===== config.mk =====
export PLATFORM = sky130hd
export DESIGN_NAME = dec_branch_unit
export DESIGN_NICKNAME = d
export VERILOG_FILES = /design/src/rtl/dec_branch_pkg.sv /design/src/rtl/dec_branch_target.sv /design/src/rtl/dec_branch_cond.sv /design/src/rtl/dec_branch_fetchpc.sv /design/src/rtl/dec_branch_unit.sv
export SDC_FILE = /design/constraint.sdc
export NUM_CORES = 1
export LEC_CHECK = 0
export ABC_AREA = 1
export ABC_CLOCK_PERIOD_IN_PS = 4100
export BUFFER_PORTS_ARGS = -buffer_cell sky130_fd_sc_hd__buf_4
export CAP_MARGIN = 15
export CELL_PAD_IN_SITES_DETAIL_PLACEMENT = 1
export CELL_PAD_IN_SITES_GLOBAL_PLACEMENT = 2
export CORE_MARGIN = 5
export CORE_UTILIZATION = 26
export CTS_CLUSTER_DIAMETER = 150
export DETAILED_ROUTE_END_ITERATION = 7
export PLACE_DENSITY_LB_ADDON = 0.1
export SYNTH_ARGS = -nofsm -noshare
export SYNTH_HDL_FRONTEND = slang
export SYNTH_SLANG_ARGS = --single-unit

===== constraint.sdc =====
create_clock -name clk -period 4.1 [get_ports clk]
set_input_delay 0.205 -clock clk [delete_from_list [all_inputs] [get_ports clk]]
set_output_delay 0.205 -clock clk [all_outputs]
set_load 0.05 [all_outputs]

===== src/rtl/dec_branch_pkg.sv =====
// Shared types for the decode-stage branch resolver.
// Assumes fixed 4-byte instructions; kind codes are visible on the ports.
package dec_branch_pkg;
    typedef enum logic [1:0] {
        BR_NONE = 2'd0,
        BR_JUMP = 2'd1,
        BR_EQ   = 2'd2,
        BR_NE   = 2'd3
    } br_kind_e;

    localparam int unsigned INSN_BYTES = 4;
    localparam int unsigned INSN_SHIFT = 2;
endpackage


===== src/rtl/dec_branch_target.sv =====
// Target adder: PC of the decoding instruction plus the word offset scaled to bytes.
// Runs for every instruction; assumes nothing about whether it is a branch.
module dec_branch_target #(
    parameter int unsigned PC_W  = 32,
    parameter int unsigned OFF_W = 16
) (
    input  logic [PC_W-1:0]  pc,
    input  logic [OFF_W-1:0] offset,
    output logic [PC_W-1:0]  target
);
    import dec_branch_pkg::*;

    logic [PC_W-1:0] off_ext;

    generate
        if (PC_W > OFF_W) begin : g_extend
            // Sign-extend a narrow offset up to PC width.
            assign off_ext = {{(PC_W-OFF_W){offset[OFF_W-1]}}, offset};
        end else begin : g_trunc
            // Offset at least as wide as the PC: keep the low bits.
            assign off_ext = offset[PC_W-1:0];
        end
    endgenerate

    // Byte-scaled sum.
    always_comb begin
        target = pc + (off_ext << INSN_SHIFT);
    end
endmodule


===== src/rtl/dec_branch_cond.sv =====
// Condition unit: decides taken/not-taken from the kind and the raw operands.
// Assumes the operands come straight from the register file (no forwarding).
module dec_branch_cond #(
    parameter int unsigned DATA_W = 32
) (
    input  dec_branch_pkg::br_kind_e kind,
    input  logic [DATA_W-1:0]        op_a,
    input  logic [DATA_W-1:0]        op_b,
    output logic                     taken
);
    import dec_branch_pkg::*;

    logic same;

    // Operand equality.
    always_comb begin
        same = (op_a == op_b);
    end

    // Direction per kind.
    always_comb begin
        unique case (kind)
            BR_JUMP: taken = 1'b1;
            BR_EQ:   taken = same;
            BR_NE:   taken = !same;
            default: taken = 1'b0;
        endcase
    end
endmodule


===== src/rtl/dec_branch_fetchpc.sv =====
// Fetch PC register: steps by one instruction each cycle or loads a redirect target.
// Assumes the redirect and target are settled before the clock edge.
module dec_branch_fetchpc #(
    parameter int unsigned     PC_W     = 32,
    parameter logic [PC_W-1:0] RESET_PC = '0
) (
    input  logic            clk,
    input  logic            rst_n,
    input  logic            load,
    input  logic [PC_W-1:0] load_val,
    output logic [PC_W-1:0] pc_q
);
    import dec_branch_pkg::*;

    localparam logic [PC_W-1:0] STEP = PC_W'(INSN_BYTES);

    // PC update: reset, redirect, or sequential step.
    always_ff @(posedge clk) begin
        if (!rst_n) begin
            pc_q <= RESET_PC;
        end else if (load) begin
            pc_q <= load_val;
        end else begin
            pc_q <= pc_q + STEP;
        end
    end
endmodule


===== src/rtl/dec_branch_unit.sv =====
// Decode-stage branch resolver: resolves branches one stage early, steers the fetch PC,
// and either flushes the wrong-path instruction or keeps it as a delay slot.
// Assumes at most one instruction per cycle in decode and no stalls.
module dec_branch_unit #(
    parameter int unsigned     PC_W     = 32,
    parameter int unsigned     OFF_W    = 16,
    parameter int unsigned     DATA_W   = 32,
    parameter logic [PC_W-1:0] RESET_PC = '0
) (
    input  logic              clk,
    input  logic              rst_n,
    input  logic              dec_valid,
    input  logic [1:0]        dec_kind,
    input  logic [OFF_W-1:0]  dec_offset,
    input  logic [PC_W-1:0]   dec_pc,
    input  logic [DATA_W-1:0] rf_a,
    input  logic [DATA_W-1:0] rf_b,
    input  logic              slot_mode,
    output logic              redirect,
    output logic              flush,
    output logic [PC_W-1:0]   tgt_addr,
    output logic [PC_W-1:0]   fetch_pc
);
    import dec_branch_pkg::*;

    br_kind_e kind;
    logic     cond_taken;
    logic     squash_q;
    logic     live;

    // Present the kind code as the shared enum.
    always_comb begin
        kind = br_kind_e'(dec_kind);
    end

    dec_branch_target #(
        .PC_W  (PC_W),
        .OFF_W (OFF_W)
    ) u_target (
        .pc     (dec_pc),
        .offset (dec_offset),
        .target (tgt_addr)
    );

    dec_branch_cond #(
        .DATA_W (DATA_W)
    ) u_cond (
        .kind  (kind),
        .op_a  (rf_a),
        .op_b  (rf_b),
        .taken (cond_taken)
    );

    // Resolution: a live instruction that is taken redirects; flush only in flush mode.
    always_comb begin
        live     = dec_valid && !squash_q;
        redirect = live && cond_taken;
        flush    = redirect && !slot_mode;
    end

    // Remember a flush so the flushed instruction is ignored when it reaches decode.
    always_ff @(posedge clk) begin
        if (!rst_n) begin
            squash_q <= 1'b0;
        end else begin
            squash_q <= flush;
        end
    end

    dec_branch_fetchpc #(
        .PC_W     (PC_W),
        .RESET_PC (RESET_PC)
    ) u_fetchpc (
        .clk      (clk),
        .rst_n    (rst_n),
        .load     (redirect),
        .load_val (tgt_addr),
        .pc_q     (fetch_pc)
    );
endmodule


==> results.ini, run 1 <==
[status]
status = completed

[global_route]
grt_pass1_wl_mm = 30.9
antenna_found_initial = 0
grt_max_degree = 65
grt_overflow = 0
grt_pass1_vias = 6003
grt_use_total_pct = 17.4

[worst_setup_path]
cp_cell_sequence = buf_4 -> ha_1 -> inv_1 -> fa_1 -> inv_1 -> nand2_1 -> nand2_1 -> nand3_1 -> nand2_1 -> nand2_1 -> nand2_1 -> a21oi_1 -> xnor2_1 -> buf_4
cp_num_cells = 14
reg2reg_to = u_fetchpc.pc_q[20]
r2r_cells = 4
cp.required_ns = 3.89
r2r_slack_ns = 2.01
r2r_start = squash_q
critPathLaunch = dec_offset[0]
crit_fanout = 4
startpoint_type = input port
cpMostUsedCell = nand2_1
worst_setup_path_end_kind = output port
worst_ep_arrival_time_ns = 2.38
cp_top_family = adder cells
crit_slowest_cell = fa_1
crit_buf_inv = 4
critPathKind = input port to output port
slowest_delay_ns = 0.42
cp-endpoint = tgt_addr[22]

[synthesis]
yosys-top-cells-area = nand2_1, dfxtp_1, inv_1, nor2_1, ha_1
synth_adder_area_share_pct = 8.03
synthSimpleGateAreaFrac_pct = 48.6
yosysWarnings = 0
syn-instance-count = 919
postSynth.asyncResetShare_pct = 0
syn_area_um2 = 4920
synth_cell_type_count = 34
synth_top_cell_area_share_pct = 25.5
synth_area_leader_cell = nand2_1
ys_seq_elements = 33
synth_nets = 1068
synth_top_family_by_area = simple AND/OR/NAND/NOR gates
avgSynthCellArea_um2 = 5.36
synth_compound_area_share_pct = 5.08
synth_edf_count = 0
synthMuxAreaShare_pct = 0
ys_seq_area_share_pct = 13.4
synthFlopType = dfxtp_1
synth-xor-area-share_pct = 11.0

[layout]
seqCellArea_um2 = 661
fillers = 2576
layout-drive-gt1-share_pct = 19.0
multiInputGateArea_um2 = 3580
diodes = 0
final_common_cell = nand2_1
layout_common_cells = nand2_1, buf_4, inv_1, nor2_1, nand3_1
finalNetCount = 1246
final_area_um2 = 6630
synthToLayoutAreaGrowth_pct = 34.6

[timing]
post-route-period-util_pct = 63.0
tightest_slew_ns = 0.734
max_slew_margin_pct = 51.1
finalSetupViolCount = 0
finalHoldViolCount = 0
timing.fmax_mhz = 387
drv_slew = 0
fin_skew_ns = 0.00238
rsz0062_at_grt = false
fin_setup_tns_ns = 0
min_period_ns = 2.58
fin_ws_ns = 1.52

[drt]
ant_nets = 0
wl_per_cell_um = 14.6
drtIter0Drc = 177
drt_pre_antenna_iters = 4
vias = 5913
vias_per_cell = 4.44
drc = 0
wirelength_mm = 19.5

[power_and_ir_drop]
internal_power_uw = 923
ir_drop_uv = 226
total_leakage_power_uw = 0.00373
p_sw_share_pct = 49.5
power_uw = 1830
switchingPower_uw = 907
combPwrFrac_pct = 58.8
power_density_nw_per_um2 = 276
seqPwrFrac_pct = 20.9
pwr-share-clk_pct = 20.3

[cts]
post_cts_resized = 0
ctsLongestPathBuffers = 2
worstSkewPairLatency_ns = 0.28
cts_tree = yes
cts.clk_slew.worst_paths_ns = 0.06
clock_sinks = 33
post-cts-setup-buffer-count = 0
cts-hold-fix-buffers = 0
root_buffer = clkbuf_16
numCtsBuffers = 5
htree_num_levels = 2

[floorplan]
dieArea_um2 = 21800
die-width_um = 148
rows = 50
io_pins = 184
die_h_um = 148
start_util_pct = 26.3
coreArea_um2 = 18700

[job]
drv_cap = 0

[placement]
portBuffers = 183
hpwl_mm = 17.1
gp_congestion = 0.838
placedInstanceArea_um2 = 6490
place_ws_ns = 1.49

[worst_hold_path]
hold_path_class = input port to flop

## power by group through the flow
stage	sequential, uW	combinational, uW	clock, uW
after floorplan	469	621	0
after global placement	389	1090	0
after detailed placement	389	1090	0
after CTS	382	1090	380
after global routing	387	1180	394
final	382	1080	372
## synthesized netlist by cell type (3+ instances only)
cell type and instances:
nand2_1 334, inv_1 152, nor2_1 149, nand3_1 43, xor2_1 35, dfxtp_1 33
a21oi_1 30, ha_1 30, xnor2_1 27, nor3_1 17, o21ai_0 13, nand4_1 9
and2_1 6, nor2_2 6, buf_4 5, buf_6 5, nand2_2 3, o21bai_1 3
## final cells by class
cell class,instances,share of cell area [%]
clock inverters,2,0.151
inverters,154,8.72
clock buffers,6,1.94
well taps,234,4.42
repair buffers,183,20.7
multi-input cells,720,54.1
flip-flops and latches,33,9.97
## flip-flops by register name, indices dropped and copies added (netlist names)
register,count
u_fetchpc.pc_q,32
squash_q,1
## cells by family (layout without fill, tap and decap cells)
logic type / Yosys count / in the layout
compound gates: 48 / 48
flops: 33 / 33
fa+ha+maj: 31 / 31
xor+xnor: 62 / 62
simple gates: 579 / 579
buf+inv: 166 / 345
## worst min path at each step
| stage | startpoint | to | slack, ns | cells after the start |
|---|---|---|---|---|
| 6_report | slot_mode | squash_q | 0.09 | 2 |
| 5_1_grt | slot_mode | squash_q | 0.08 | 2 |
| 4_1_cts | slot_mode | squash_q | 0.08 | 2 |
| 3_5_place_dp | slot_mode | squash_q | 0.38 | 2 |
| 3_3_place_gp | slot_mode | squash_q | 0.38 | 2 |
| 2_1_floorplan | slot_mode | squash_q | 0.27 | 1 |
## worst register-to-register path, cell delays in order, from the launching register on
cell	delay (ns)
dfxtp_1	0.29
nor2_1	0.54
nand3_4	0.66
nor2_1	0.41
nor2_1	0.08
## stage by stage
stage | hold slack [ns] | instances | utilization (%)
floorplan | 0.275 | 919 | -
global placement | 0.381 | 1324 | 34.7
detailed placement | 0.383 | 1324 | 34.7
CTS | 0.0828 | 1332 | 35.4
global route | 0.0829 | 1332 | 35.4
finish | 0.0880 | 1332 | 35.4
## per-layer routing
layer  routed length (um)  GRT usage [%]  vias to the layer above
met3                  983           2.82                       15
met5                    0              0                        -
met2                 8490           28.6                      136
li1                     -              -                     3131
met4                  233           2.42                        0
met1                 9770           24.5                     2631
Note: power is estimated with default switching activity, not from simulation.
==> run 2, diff against run 1 <==
--- a/config.mk
+++ b/config.mk
@@ -5,14 +5,14 @@
 export SDC_FILE = /design/constraint.sdc
 export NUM_CORES = 1
 export LEC_CHECK = 0
-export ABC_AREA = 1
-export ABC_CLOCK_PERIOD_IN_PS = 4100
+export ABC_AREA = 0
+export ABC_CLOCK_PERIOD_IN_PS = 2600
 export BUFFER_PORTS_ARGS = -buffer_cell sky130_fd_sc_hd__buf_4
 export CAP_MARGIN = 15
 export CELL_PAD_IN_SITES_DETAIL_PLACEMENT = 1
 export CELL_PAD_IN_SITES_GLOBAL_PLACEMENT = 2
 export CORE_MARGIN = 5
-export CORE_UTILIZATION = 26
+export CORE_UTILIZATION = 25
 export CTS_CLUSTER_DIAMETER = 150
 export DETAILED_ROUTE_END_ITERATION = 7
 export PLACE_DENSITY_LB_ADDON = 0.1
==> constraint.sdc (replaced) <==
create_clock -name clk -period 2.6 [get_ports clk]
set_input_delay 0.13 -clock clk [delete_from_list [all_inputs] [get_ports clk]]
set_output_delay 0.13 -clock clk [all_outputs]
set_load 0.05 [all_outputs]
==> results.ini, run 2 <==
[status]
status = completed  ; unchanged

[timing]
min_period_ns = 2.49
whs_ns = 0.0352  ; was 0.0880 ns
tightest_slew_ns = 0.694  ; was 0.734 ns
fin_skew_ns = 0.00667  ; was 0.00238 ns
timing.fmax_mhz = 402
finalHoldViolCount = 0  ; unchanged
rsz0062_at_grt = true  ; was false
fin_setup_tns_ns = 0  ; unchanged
max_slew_margin_pct = 53.5  ; was 51.1%
post-route-period-util_pct = 95.6
drv_slew = 0  ; unchanged
finalSetupViolCount = 0  ; unchanged

[synthesis]
postSynth.asyncResetShare_pct = 0  ; unchanged
ys_seq_elements = 33  ; unchanged
synth_cell_type_count = 54  ; was 34
avgSynthCellArea_um2 = 7.96  ; was 5.36 um^2
yosysMostFrequentCell = xor2_1  ; was nand2_1
yosysWarnings = 0  ; unchanged
synth_edf_count = 0  ; unchanged
synth_top_cell_area_share_pct = 17.8  ; was 25.5%
ys_seq_area_share_pct = 17.8  ; was 13.4%
synth_area_leader_cell = dfxtp_1  ; was nand2_1
syn-instance-count = 465  ; was 919
synth_nets = 614  ; was 1068
yosys-top-cells-area = dfxtp_1, xor2_1, ha_1, xnor2_1, a21oi_1  ; was nand2_1, dfxtp_1, inv_1, nor2_1, ha_1
netlist_top_cells_count = xor2_1, nand2_1, nor2_1  ; was nand2_1, inv_1, nor2_1
synthFlopType = dfxtp_1  ; unchanged
syn_area_um2 = 3700  ; was 4920 um^2

[layout]
largest_reg_flops = 32  ; unchanged
layout-drive-gt1-share_pct = 39.9  ; was 19.0%
finalNetCount = 832  ; was 1246
instances_no_fill = 868  ; was 1332
fillers = 1786  ; was 2576
regMostFlops = u_fetchpc.pc_q  ; unchanged
synthToLayoutAreaGrowth_pct = 58.6  ; was 34.6%
layout_common_cells = buf_4, xor2_1, nand2_1, nor2_1, dfxtp_1  ; was nand2_1, buf_4, inv_1, nor2_1, nand3_1
diodes = 0  ; unchanged
reg_top3 = u_fetchpc.pc_q x32, squash_q x1  ; unchanged
final_common_cell = buf_4  ; was nand2_1
final_area_um2 = 5870  ; was 6630 um^2

[worst_setup_path]
crit_buf_inv = 6  ; was 4
startpoint_type = input port  ; unchanged
worst_ep_arrival_time_ns = 2.36  ; was 2.38 ns
cp_top_family = buffers and inverters  ; was adder cells
cp_cell_sequence = buf_4 -> ha_4 -> inv_2 -> fa_2 -> nand2b_4 -> a21oi_2 -> buf_4 -> o211ai_1 -> buf_4 -> a211oi_2 -> buf_4 -> o2111ai_4 -> and4_4 -> nor2_4 -> buf_8  ; was buf_4 -> ha_1 -> inv_1 -> fa_1 -> inv_1 -> nand2_1 -> nand2_1 -> nand3_1 -> nand2_1 -> nand2_1 -> nand2_1 -> a21oi_1 -> xnor2_1 -> buf_4
crit_fanout = 4  ; unchanged
cp.required_ns = 2.47  ; was 3.89 ns
critPathKind = input port to output port  ; unchanged
slowest_delay_ns = 0.36  ; was 0.42 ns
worst_setup_path_end_kind = output port  ; unchanged
crit_slowest_cell = fa_2  ; was fa_1
cpMostUsedCell = buf_4  ; was nand2_1

[global_route]
grt_max_degree = 29  ; was 65
grt_pass1_vias = 4416  ; was 6003
grt_overflow = 0  ; unchanged
grt_use_total_pct = 15.7  ; was 17.4%
grt_pass1_wl_mm = 22.9  ; was 30.9 mm
antenna_found_initial = 0  ; unchanged

[cts]
clock_sinks = 33  ; unchanged
numCtsBuffers = 5  ; unchanged
cts_tree = yes  ; unchanged
worstSkewPairLatency_ns = 0.28  ; about the same
root_buffer = clkbuf_16  ; unchanged
cts-hold-fix-buffers = 0  ; unchanged
cts.clk_slew.worst_paths_ns = 0.05  ; was 0.06 ns
htree_num_levels = 2  ; unchanged
ctsLongestPathBuffers = 2  ; unchanged

[floorplan]
die-width_um = 132  ; was 148 um
rows = 44  ; was 50
io_pins = 184  ; unchanged
coreArea_um2 = 14500  ; was 18700 um^2
start_util_pct = 25.5  ; was 26.3%
die_h_um = 132  ; was 148 um
dieArea_um2 = 17300  ; was 21800 um^2

[power_and_ir_drop]
total_leakage_power_uw = 0.00280  ; was 0.00373 uW
power_uw = 2980  ; was 1830 uW
ir_drop_uv = 268  ; was 226 uV
power_density_nw_per_um2 = 507  ; was 276 nW/um^2

[drt]
vias = 4283  ; was 5913
drc = 0  ; unchanged
wl_per_cell_um = 16.6  ; was 14.6 um
drtIter0Drc = 125  ; was 177
drt_pre_antenna_iters = 4  ; unchanged
wirelength_mm = 14.4  ; was 19.5 mm
vias_per_cell = 4.93  ; was 4.44
ant_nets = 0  ; unchanged

[placement]
placedInstanceArea_um2 = 5550  ; was 6490 um^2
hpwl_mm = 12.3  ; was 17.1 mm
portBuffers = 183  ; unchanged
gp_congestion = 0.787  ; was 0.838
placedCellCount = 857  ; was 1324

[worst_hold_path]
hold_path_class = input port to flop  ; unchanged

[job]
drv_cap = 0  ; unchanged

[run 2: logic make-up (layout without fill, tap and decap cells)]
family / Yosys count / after routing / synth area share [%]
adder cells (fa/ha/maj): 31 / 31 / 10.7
AO/OA/AOI/OAI: 117 / 117 / 23.5
buffers and inverters: 27 / 246 / 4.19
XOR/XNOR: 83 / 83 / 19.6
flip-flops: 33 / 33 / 17.8
multiplexers: 3 / 3 / 0.845
AND/OR/NAND/NOR: 171 / 171 / 23.3
[run 2: cell type report]
| cell class | instances | area, um^2 | area share [%] |
|---|---|---|---|
| clock buffer | 7 | 143 | 2.43 |
| sequential | 33 | 661 | 11.3 |
| tap | 184 | 230 | 3.92 |
| clock inverter | 1 | 30.0 | 0.512 |
| multi-input combinational | 405 | 3030 | 51.6 |
| timing repair buffer | 224 | 1720 | 29.3 |
| inverter | 14 | 53.8 | 0.916 |
[run 2: repair_timing]
item                                    CTS  global route
gates resized for setup                   9            18
buffers inserted                          2             1
endpoints found under the setup margin    8             8
pin swaps                                 4             7
[run 2: worst paths after layout]
| check | from | endpoint | slack [ns] | cells past startpoint |
|---|---|---|---|---|
| setup / recovery | dec_pc[2] | tgt_addr[30] | 0.11 | 15 |
| hold reg to reg | u_fetchpc.pc_q[2] | u_fetchpc.pc_q[2] | 0.52 | 1 |
| hold / removal | slot_mode | squash_q | 0.04 | 2 |
| setup reg to reg | u_fetchpc.pc_q[9] | u_fetchpc.pc_q[27] | 0.48 | 7 |
[run 2: worst reg2reg max path, cell delays in order (launching register included)]
cell	delay, ns
dfxtp_1	0.42
and4_1	0.29
and4_1	0.32
nand3_1	0.14
nor3_1	0.37
and3_1	0.22
xnor2_1	0.13
o32ai_2	0.10
[run 2: routing by layer]
| layer | part of all wire (%) | GRT usage (%) | vias to the layer above |
|---|---|---|---|
| met5 | 0 | 0 | - |
| met4 | 0.79 | 2.17 | 0 |
| met3 | 5.1 | 3.82 | 12 |
| met2 | 48 | 27.0 | 129 |
| met1 | 46 | 20.5 | 2018 |
| li1 | - | - | 2124 |
[run 2: where the power goes]
part	total, uW	internal (uW)	switching [uW]
sequential	600	548	52.0
clock	699	479	220
combinational	1680	649	1030
total	2980	1680	1300
[run 2: per-stage QoR]
stage | setup slack [ns] | utilization (%)
3_5_place_dp | -0.301 | 38.2
5_1_grt | -0.0631 | 40.4
2_1_floorplan | 0.00783 | -
3_3_place_gp | -0.224 | 38.2
6_report | 0.114 | 40.4
4_1_cts | 0.00845 | 39.8
==> run 3, diff against run 2 <==
--- a/config.mk
+++ b/config.mk
@@ -10,9 +10,9 @@
 export BUFFER_PORTS_ARGS = -buffer_cell sky130_fd_sc_hd__buf_4
 export CAP_MARGIN = 15
 export CELL_PAD_IN_SITES_DETAIL_PLACEMENT = 1
-export CELL_PAD_IN_SITES_GLOBAL_PLACEMENT = 2
+export CELL_PAD_IN_SITES_GLOBAL_PLACEMENT = 1
 export CORE_MARGIN = 5
-export CORE_UTILIZATION = 25
+export CORE_UTILIZATION = 33
 export CTS_CLUSTER_DIAMETER = 150
 export DETAILED_ROUTE_END_ITERATION = 7
 export PLACE_DENSITY_LB_ADDON = 0.1
==> results.ini, run 3 (synthesis gave the netlist of run 2 again) <==
[status]
status = completed  ; unchanged

[cts]
cts_tree = yes  ; unchanged
htree_num_levels = 2  ; unchanged
cts.clk_slew.worst_paths_ns = 0.05  ; about the same
worstSkewPairLatency_ns = 0.28  ; about the same
numCtsBuffers = 5  ; unchanged
root_buffer = clkbuf_16  ; unchanged
clock_sinks = 33  ; unchanged
ctsLongestPathBuffers = 2  ; unchanged

[worst_setup_path]
crit_fanout = 4  ; unchanged
cp.required_ns = 2.47  ; about the same
r2r_start = u_fetchpc.pc_q[17]  ; was u_fetchpc.pc_q[9]
startpoint_type = input port  ; unchanged
critPathLaunch = dec_offset[0]  ; was dec_pc[2]
r2r_slack_ns = 0.46  ; was 0.48 ns
cp-endpoint = tgt_addr[30]  ; unchanged
r2r_cells = 7  ; unchanged
worst_ep_arrival_time_ns = 2.39  ; was 2.36 ns
worst_setup_path_end_kind = output port  ; unchanged
reg2reg_to = u_fetchpc.pc_q[31]  ; was u_fetchpc.pc_q[27]
critPathKind = input port to output port  ; unchanged

[layout]
final_area_um2 = 5700  ; was 5870 um^2
final_common_cell = buf_4  ; unchanged
finalNetCount = 820  ; was 832
layout_common_cells = buf_4, xor2_1, nand2_1, nor2_1, dfxtp_1  ; unchanged
layout-drive-gt1-share_pct = 38.7  ; was 39.9%
synthToLayoutAreaGrowth_pct = 53.9  ; was 58.6%
largest_reg_flops = 32  ; unchanged
reg_top3 = u_fetchpc.pc_q x32, squash_q x1  ; unchanged
fillers = 1347  ; was 1786
regMostFlops = u_fetchpc.pc_q  ; unchanged
diodes = 0  ; unchanged

[floorplan]
io_pins = 184  ; unchanged
rows = 38  ; was 44
coreArea_um2 = 10900  ; was 14500 um^2
start_util_pct = 33.9  ; was 25.5%
die-width_um = 116  ; was 132 um
dieArea_um2 = 13400  ; was 17300 um^2
die_h_um = 116  ; was 132 um

[placement]
gp_congestion = 0.815  ; was 0.787
portBuffers = 183  ; unchanged
placedInstanceArea_um2 = 5420  ; was 5550 um^2
hpwl_mm = 12.0  ; was 12.3 mm
place_ws_ns = -0.201  ; was -0.301 ns

[timing]
post-route-period-util_pct = 97.0  ; was 95.6%
timing.fmax_mhz = 396  ; was 402 MHz
min_period_ns = 2.52  ; was 2.49 ns
fin_skew_ns = 0.00567  ; was 0.00667 ns
max_slew_margin_pct = 57.5  ; was 53.5%
finalHoldViolCount = 0  ; unchanged
finalSetupViolCount = 0  ; unchanged
fin_ws_ns = 0.0771  ; was 0.114 ns
tightest_slew_ns = 0.634  ; was 0.694 ns
whs_ns = 0.0271  ; was 0.0352 ns
drv_slew = 0  ; unchanged
fin_setup_tns_ns = 0  ; unchanged

[power_and_ir_drop]
total_leakage_power_uw = 0.00272  ; was 0.00280 uW
power_density_nw_per_um2 = 517  ; was 507 nW/um^2
ir_drop_uv = 241  ; was 268 uV

[global_route]
grt_overflow = 0  ; unchanged
antenna_found_initial = 0  ; unchanged
grt_pass1_vias = 4454  ; was 4416
grt_use_total_pct = 20.7  ; was 15.7%
grt_max_degree = 31  ; was 29
grt_pass1_wl_mm = 22.2  ; was 22.9 mm

[worst_hold_path]
hold_path_class = input port to flop  ; unchanged

[drt]
drtIter0Drc = 193  ; was 125
wl_per_cell_um = 17.6  ; was 16.6 um
vias_per_cell = 5.22  ; was 4.93
ant_nets = 0  ; unchanged
drt_pre_antenna_iters = 4  ; unchanged
vias = 4240  ; was 4283
drc = 0  ; unchanged
wirelength_mm = 14.3  ; was 14.4 mm

[job]
drv_cap = 0  ; unchanged

==> run 3: power breakdown <==
part	internal (uW)	switching [uW]	leakage, uW
Sequential	548	52.4	0.000272
Combinational	619	1030	0.00237
Clock	478	222	0.0000831
Total	1640	1300	0.00272
==> run 3: how the worst min path moves through the flow <==
| stage | start | to | slack, ns | depth (start not counted) |
|---|---|---|---|---|
| global route | slot_mode | squash_q | 0.03 | 2 |
| detailed placement | slot_mode | squash_q | 0.32 | 2 |
| global placement | slot_mode | squash_q | 0.31 | 2 |
| floorplan | slot_mode | squash_q | 0.21 | 1 |
| finish | slot_mode | squash_q | 0.03 | 2 |
| CTS | slot_mode | squash_q | 0.02 | 2 |
==> run 3: routing by layer <==
layer	global-route usage, %	part of all wire [%]	vias to the layer above
li1	-	-	2103
met1	24.7	41	2011
met2	38.5	52	114
met3	4.39	6.0	12
met4	3.17	0.96	0
met5	0	0	-
==> run 3: metrics by stage <==
step	total power, uW	std cells	util (%)
global route	3100	812	52.1
detailed placement	2230	802	49.5
finish	2950	812	52.1
CTS	2960	811	51.5
floorplan	1650	465	-
global placement	2200	802	49.5
==> run 3: repair_timing <==
action                     CTS  global route
resized for setup            6            13
hold buffers                 0             0
buffers inserted             1             1
setup endpoints to repair    6             8
pin swaps                    5             4
==> run 3: layout make-up <==
cell class,instances,area (um^2),share of cell area (%)
multi-input cells,405,3010,52.8
repair buffers,212,1620,28.4
flip-flops and latches,33,661,11.6
well taps,140,175,3.07
clock buffers,6,139,2.44
inverters,14,53.8,0.944
clock inverters,2,37.5,0.659
==> run 3: critical path: stages <==
cell and delay, ns:
buf_4 0.08, ha_2 0.17, inv_1 0.05, fa_2 0.34, nand2b_4 0.16, a21oi_4 0.14, o211ai_1 0.11, buf_4 0.18
a211oi_2 0.22, buf_4 0.15, o2111ai_2 0.15, and4_1 0.21, nor2_2 0.13, buf_6 0.17
